==> config.mk <==
export PLATFORM = sky130hd
export DESIGN_NAME = vfp_csr_unit
export DESIGN_NICKNAME = d
export VERILOG_FILES = /design/src/rtl/vfp_csr_pkg.sv /design/src/rtl/vfp_lane_merge.sv /design/src/rtl/vfp_cond_shaper.sv /design/src/rtl/vfp_exc_decide.sv /design/src/rtl/vfp_csr_regs.sv /design/src/rtl/vfp_csr_unit.sv
export SDC_FILE = /design/constraint.sdc
export NUM_CORES = 1
export LEC_CHECK = 0
export BUFFER_PORTS_ARGS = -buffer_cell sky130_fd_sc_hd__buf_4
export CAP_MARGIN = 20
export CORE_ASPECT_RATIO = 1.25
export CORE_MARGIN = 3
export CORE_UTILIZATION = 30
export CTS_CLUSTER_SIZE = 24
export DETAILED_ROUTE_END_ITERATION = 8
export GPL_TIMING_DRIVEN = 0
export PLACE_DENSITY = 0.73
export SLEW_MARGIN = 20
export SYNTH_ARGS = -nofsm -noshare
export SYNTH_HDL_FRONTEND = slang
export SYNTH_HIERARCHICAL = 1
export SYNTH_SLANG_ARGS = --single-unit
==> constraint.sdc <==
create_clock -name clk -period 1.7 [get_ports clk]
set_input_delay 0 -clock clk [delete_from_list [all_inputs] [get_ports clk]]
set_output_delay 0 -clock clk [all_outputs]
set_load 0.03 [all_outputs]
==> src/rtl/vfp_csr_pkg.sv <==
package vfp_csr_pkg;

    localparam int LANES    = 4;
    localparam int NFLAG    = 6;
    localparam int CSR_W    = 32;
    localparam int FLAG_LSB = 0;
    localparam int MASK_LSB = 7;
    localparam int RND_LSB  = 13;
    localparam int FTZ_BIT  = 15;

    typedef enum logic [2:0] {
        FL_INV = 3'd0,
        FL_DEN = 3'd1,
        FL_DZ  = 3'd2,
        FL_OVF = 3'd3,
        FL_UNF = 3'd4,
        FL_PRE = 3'd5
    } flag_idx_e;

    typedef enum logic [1:0] {
        RND_NEAR = 2'b00,
        RND_DOWN = 2'b01,
        RND_UP   = 2'b10,
        RND_ZERO = 2'b11
    } rnd_mode_e;

    typedef struct packed {
        logic              ftz;
        rnd_mode_e         rnd;
        logic [NFLAG-1:0]  mask;
        logic [NFLAG-1:0]  flags;
    } csr_state_t;

    typedef struct packed {
        logic sx;
        logic io;
    } exc_req_t;

    localparam csr_state_t CSR_RESET = '{
        ftz:   1'b0,
        rnd:   RND_NEAR,
        mask:  {NFLAG{1'b1}},
        flags: {NFLAG{1'b0}}
    };

    function automatic logic [CSR_W-1:0] csr_pack(csr_state_t s);
        logic [CSR_W-1:0] w;
        w = '0;
        w[FLAG_LSB +: NFLAG] = s.flags;
        w[MASK_LSB +: NFLAG] = s.mask;
        w[RND_LSB +: 2]      = s.rnd;
        w[FTZ_BIT]           = s.ftz;
        return w;
    endfunction

endpackage

==> src/rtl/vfp_lane_merge.sv <==
module vfp_lane_merge
    import vfp_csr_pkg::*;
#(
    parameter int N_LANES = LANES
) (
    input  logic [N_LANES*NFLAG-1:0] lane_flags,
    output logic [NFLAG-1:0]         merged
);

    logic [NFLAG-1:0] acc [0:N_LANES];

    assign acc[0] = '0;

    for (genvar g = 0; g < N_LANES; g++) begin : g_lane
        assign acc[g+1] = acc[g] | lane_flags[g*NFLAG +: NFLAG];
    end

    assign merged = acc[N_LANES];

endmodule

==> src/rtl/vfp_cond_shaper.sv <==
module vfp_cond_shaper
    import vfp_csr_pkg::*;
(
    input  logic             done_valid,
    input  logic [NFLAG-1:0] merged,
    input  logic             ftz_active,
    output logic [NFLAG-1:0] eff
);

    localparam int UNF_I = int'(FL_UNF);
    localparam int PRE_I = int'(FL_PRE);

    always_comb begin
        eff = done_valid ? merged : '0;
        if (ftz_active && eff[UNF_I]) begin
            eff[PRE_I] = 1'b1;
        end
    end

endmodule

==> src/rtl/vfp_exc_decide.sv <==
module vfp_exc_decide
    import vfp_csr_pkg::*;
(
    input  logic [NFLAG-1:0] eff,
    input  logic [NFLAG-1:0] mask,
    input  logic             os_exc_en,
    output exc_req_t         req
);

    logic [NFLAG-1:0] unmasked;
    logic             hit;

    always_comb begin
        unmasked = eff & ~mask;
        hit      = |unmasked;
        req.sx   = hit &  os_exc_en;
        req.io   = hit & ~os_exc_en;
    end

endmodule

==> src/rtl/vfp_csr_regs.sv <==
module vfp_csr_regs
    import vfp_csr_pkg::*;
(
    input  logic             clk,
    input  logic             rst,
    input  logic             load_en,
    input  csr_state_t       load_val,
    input  logic             upd_en,
    input  logic [NFLAG-1:0] upd_flags,
    output csr_state_t       state
);

    always_ff @(posedge clk) begin
        if (rst) begin
            state <= CSR_RESET;
        end else if (load_en) begin
            state <= load_val;
        end else if (upd_en) begin
            state.flags <= state.flags | upd_flags;
        end
    end

endmodule

==> src/rtl/vfp_csr_unit.sv <==
module vfp_csr_unit
    import vfp_csr_pkg::*;
#(
    parameter int N_LANES = LANES
) (
    input  logic                     clk,
    input  logic                     rst,
    input  logic                     done_valid,
    input  logic [N_LANES*NFLAG-1:0] lane_flags,
    input  logic                     os_exc_en,
    input  logic                     sw_load_en,
    input  logic [CSR_W-1:0]         sw_load_data,
    output logic [CSR_W-1:0]         sw_store_data,
    output logic [1:0]               round_mode,
    output logic                     ftz_cmd,
    output logic                     simd_exc_req,
    output logic                     invop_req
);

    csr_state_t       state;
    csr_state_t       load_val;
    logic [NFLAG-1:0] merged;
    logic [NFLAG-1:0] eff;
    logic             ftz_active;
    exc_req_t         req;
    logic             unused_rsvd;

    // Only defined fields are captured; reserved bits are dropped here.
    always_comb begin
        load_val.flags = sw_load_data[FLAG_LSB +: NFLAG];
        load_val.mask  = sw_load_data[MASK_LSB +: NFLAG];
        load_val.rnd   = rnd_mode_e'(sw_load_data[RND_LSB +: 2]);
        load_val.ftz   = sw_load_data[FTZ_BIT];
    end

    assign unused_rsvd = ^{sw_load_data[CSR_W-1:FTZ_BIT+1], sw_load_data[NFLAG]};

    assign ftz_active = state.ftz & state.mask[int'(FL_UNF)];

    vfp_lane_merge #(.N_LANES(N_LANES)) u_merge (
        .lane_flags (lane_flags),
        .merged     (merged)
    );

    vfp_cond_shaper u_shape (
        .done_valid (done_valid),
        .merged     (merged),
        .ftz_active (ftz_active),
        .eff        (eff)
    );

    vfp_exc_decide u_decide (
        .eff       (eff),
        .mask      (state.mask),
        .os_exc_en (os_exc_en),
        .req       (req)
    );

    vfp_csr_regs u_regs (
        .clk       (clk),
        .rst       (rst),
        .load_en   (sw_load_en),
        .load_val  (load_val),
        .upd_en    (done_valid),
        .upd_flags (eff),
        .state     (state)
    );

    assign sw_store_data = csr_pack(state);
    assign round_mode    = state.rnd;
    assign ftz_cmd       = ftz_active;
    assign simd_exc_req  = req.sx;
    assign invop_req     = req.io;

endmodule

==> impl_metrics.tcl <==
set metrics [dict create \
    status "finished clean" \
    grt_first_pass_wirelength_um 4567 \
    post_cts_buffers 0 \
    antenna_left 0 \
    cts_buffer_depth 2 \
    regToRegEndpoint "u_regs/state[10]$_SDFFE_PP1P_" \
    mostFrequentLayoutCell "buf_4" \
    p_switching_w 0.0003566 \
    port_buffers 63 \
    crit_required_ns 1.70 \
    die_w_um 55.42 \
    grt_max_degree 13 \
    min_path_type "in2reg" \
    skew_ns 0.009494 \
    dieArea_sq_um 3756 \
    syn_area_sq_um 915.9 \
    synth_fa_ha_area_frac 0 \
    drt-vias-per-instance 4.357 \
    wire_per_inst_um 12.34 \
    cellPowerDensity_nw_per_um2 601.3 \
    min_from "sw_load_en" \
    gr-total-overflow 0 \
    largest_reg_flops 15 \
    die_h_um 67.78 \
    ff2ff_setup_slack_ns 0.34 \
    nets 263 \
    static-leakage-power_nw 0.8627 \
    syn_inst 98 \
    drive_above_1_share 0.5075 \
    ys_warn_count 6 \
    cts_made_buffers 3 \
    crit_fanout 2 \
    clk_pin_slew_ns 0.09 \
    area_delta_synth_final_pct 89.75 \
    synthXorXnorAreaFrac 0 \
    synth_top_family_by_area "simple AND/OR/NAND/NOR gates" \
    netSwitchingFraction 0.3412 \
    fill_cells 241 \
    fin_crit_sh 0.9504 \
    final_max_slew_viol_count 0 \
    slowest_stage "or4_4" \
    hold_slack_ns 0.08570 \
    rows 21 \
    finalSetupViolations 0 \
    gp_congestion 0.6780 \
    max_cap_violations 0 \
    worstSetupStartpointType "input port" \
    synth_mux_area_frac 0.03279 \
    coreArea_sq_um 2785 \
    hpwlAfterDp_um 2127 \
    fin_util 0.6240 \
    irDropWorstVdd_mv 0.4913 \
    post-route-drc-count 0 \
    num_vias 1024 \
    final_cells 235 \
    drt_pass1_iterations 3 \
    worstPathArrival_ns 1.62 \
    clk_latency_ns 0.29 \
    reg2reg_depth 3 \
    totalPowerFinal_w 0.001045 \
    clkSinkCount 15 \
    h-tree-depth 1 \
    p_clk_frac 0.202 \
    p_comb_frac 0.419 \
    min_period_ns 1.616 \
    ios 98 \
    synth.area.top_cells "dfxtp_1 (33%), buf_4 (16%), nor2b_1 (10%)" \
    synth_seq_area_share 0.3279 \
    grt_usage 0.1533 \
    drt_wl_total_um 2899 \
    critical-path-max-stage-delay_ns 0.52 \
    reg.largest.list "u_regs/state x15" \
    start_util 0.3288 \
    final_cell_mix "buf_4 (80), dlygate4sd3_1 (20), conb_1 (17)" \
    sequentialPowerShare 0.379 \
    reg2reg_from "u_regs/state[10]$_SDFFE_PP1P_" \
    drtIter0Drc 24 \
    hold_path_end "u_regs/state[5]$_SDFFE_PP0P_" \
    internal-power_w 0.0006885 \
    place_inst 211 \
    yosys.area_share.simple 0.2650 \
    synth_cell_types 22 \
    synth_area_leader_cell "dfxtp_1" \
    max_freq_mhz 618.9 \
    worstSetupPathType "in2out" \
    grt_pass1_vias 1043 \
    hold_depth 3 \
    endpoint_kind "output pin" \
    hold_viol 0 \
    grt_antenna_before_repair 0 \
    path_cells "buf_4, or4_4, and2_4, nor2b_1, a2111oi_4, a21oi_2, buf_6" \
    cts_root_buf "clkbuf_4" \
    regMostFlops "u_regs/state" \
    diodes 0 \
    ys_ff_latch 15 \
    synth_top_area_share 0.3279 \
    cts_tree "yes" \
    syn_area_per_cell_sq_um 9.346 \
    synth_compound_area_frac 0.1721 \
]
[cell type report]
| cell class | instances | area (sq um) | area share |
|---|---|---|---|
| repair buffers | 83 | 680.7 | 0.3916 |
| multi-input cells | 74 | 504.2 | 0.2901 |
| flip-flops and latches | 15 | 301.5 | 0.1735 |
| plain buffers | 22 | 170.2 | 0.09791 |
| well taps | 34 | 42.54 | 0.02448 |
| clock buffers | 3 | 22.52 | 0.01296 |
| inverters | 3 | 11.26 | 0.006479 |
| clock inverters | 1 | 5.005 | 0.002880 |
[per-stage QoR]
stage                     setup slack (ns)  cell area, sq um  TNS (ns)
after floorplan                    0.09300             975.9         0
after global placement             0.06482              1491         0
after detailed placement           0.06196              1491         0
after CTS                          0.06014              1719         0
after global routing              -0.01046              1738  -0.01046
final                              0.08430              1738         0
[critical path: cells and delay by family]
kind / cells / cell delay [ns]
simple gates: 3 / 0.84
compound gates: 2 / 0.51
buf+inv: 2 / 0.26
[layer usage]
metal | part of all wire | GRT usage | vias to the layer above
li1 | - | - | 511
met5 | 0 | 0 | -
met1 | 0.36 | 0.1545 | 457
met2 | 0.52 | 0.2914 | 54
met4 | 0.0072 | 0.04559 | 0
met3 | 0.11 | 0.06119 | 2
[synthesized netlist by cell type]
cell type / instances
or4_1: 6
a21oi_1: 1
a21oi_2: 1
nor3_1: 5
a2111oi_4: 1
a21boi_2: 1
a211oi_1: 6
buf_2: 1
nor2b_1: 15
a22oi_1: 1
nor2_1: 3
buf_6: 2
nor2b_4: 1
conb_1: 1
dfxtp_1: 15
and2_1: 1
inv_1: 3
mux2i_1: 3
and2_2: 5
buf_4: 19
nor3_2: 1
a211o_1: 6
[repair_timing]
action                                  in CTS  in global routing
endpoints found under the hold margin       15                  0
endpoints found under the setup margin       0                  2
gates resized for setup                      0                  6
hold buffers                                20                  0
[how the worst max path moves through the flow]
stage                                        startpoint      endpoint  slack (ns)
after global routing      u_regs/state[14]$_SDFFE_PP0P_     invop_req       -0.01
final                                    lane_flags[10]     invop_req        0.08
after detailed placement                 lane_flags[10]     invop_req        0.06
after CTS                                lane_flags[10]  simd_exc_req        0.06
after global placement                   lane_flags[10]  simd_exc_req        0.06
after floorplan           u_regs/state[10]$_SDFFE_PP1P_     invop_req        0.09
[cell families after synthesis]
group / after synthesis
AND/OR/NAND/NOR: 37
buffers and inverters: 25
flip-flops: 15
AO/OA/AOI/OAI: 17
other: 1
multiplexers: 3
[power groups by stage]
stage	logic [W]	registers [W]	clock network [W]
2_1_floorplan	0.000189	0.000450	0
3_3_place_gp	0.000383	0.000402	0
3_5_place_dp	0.000388	0.000403	0
4_1_cts	0.000427	0.000396	0.000220
5_1_grt	0.000469	0.000400	0.000239
6_report	0.000438	0.000396	0.000211
Power figures use the tool's default switching activity.
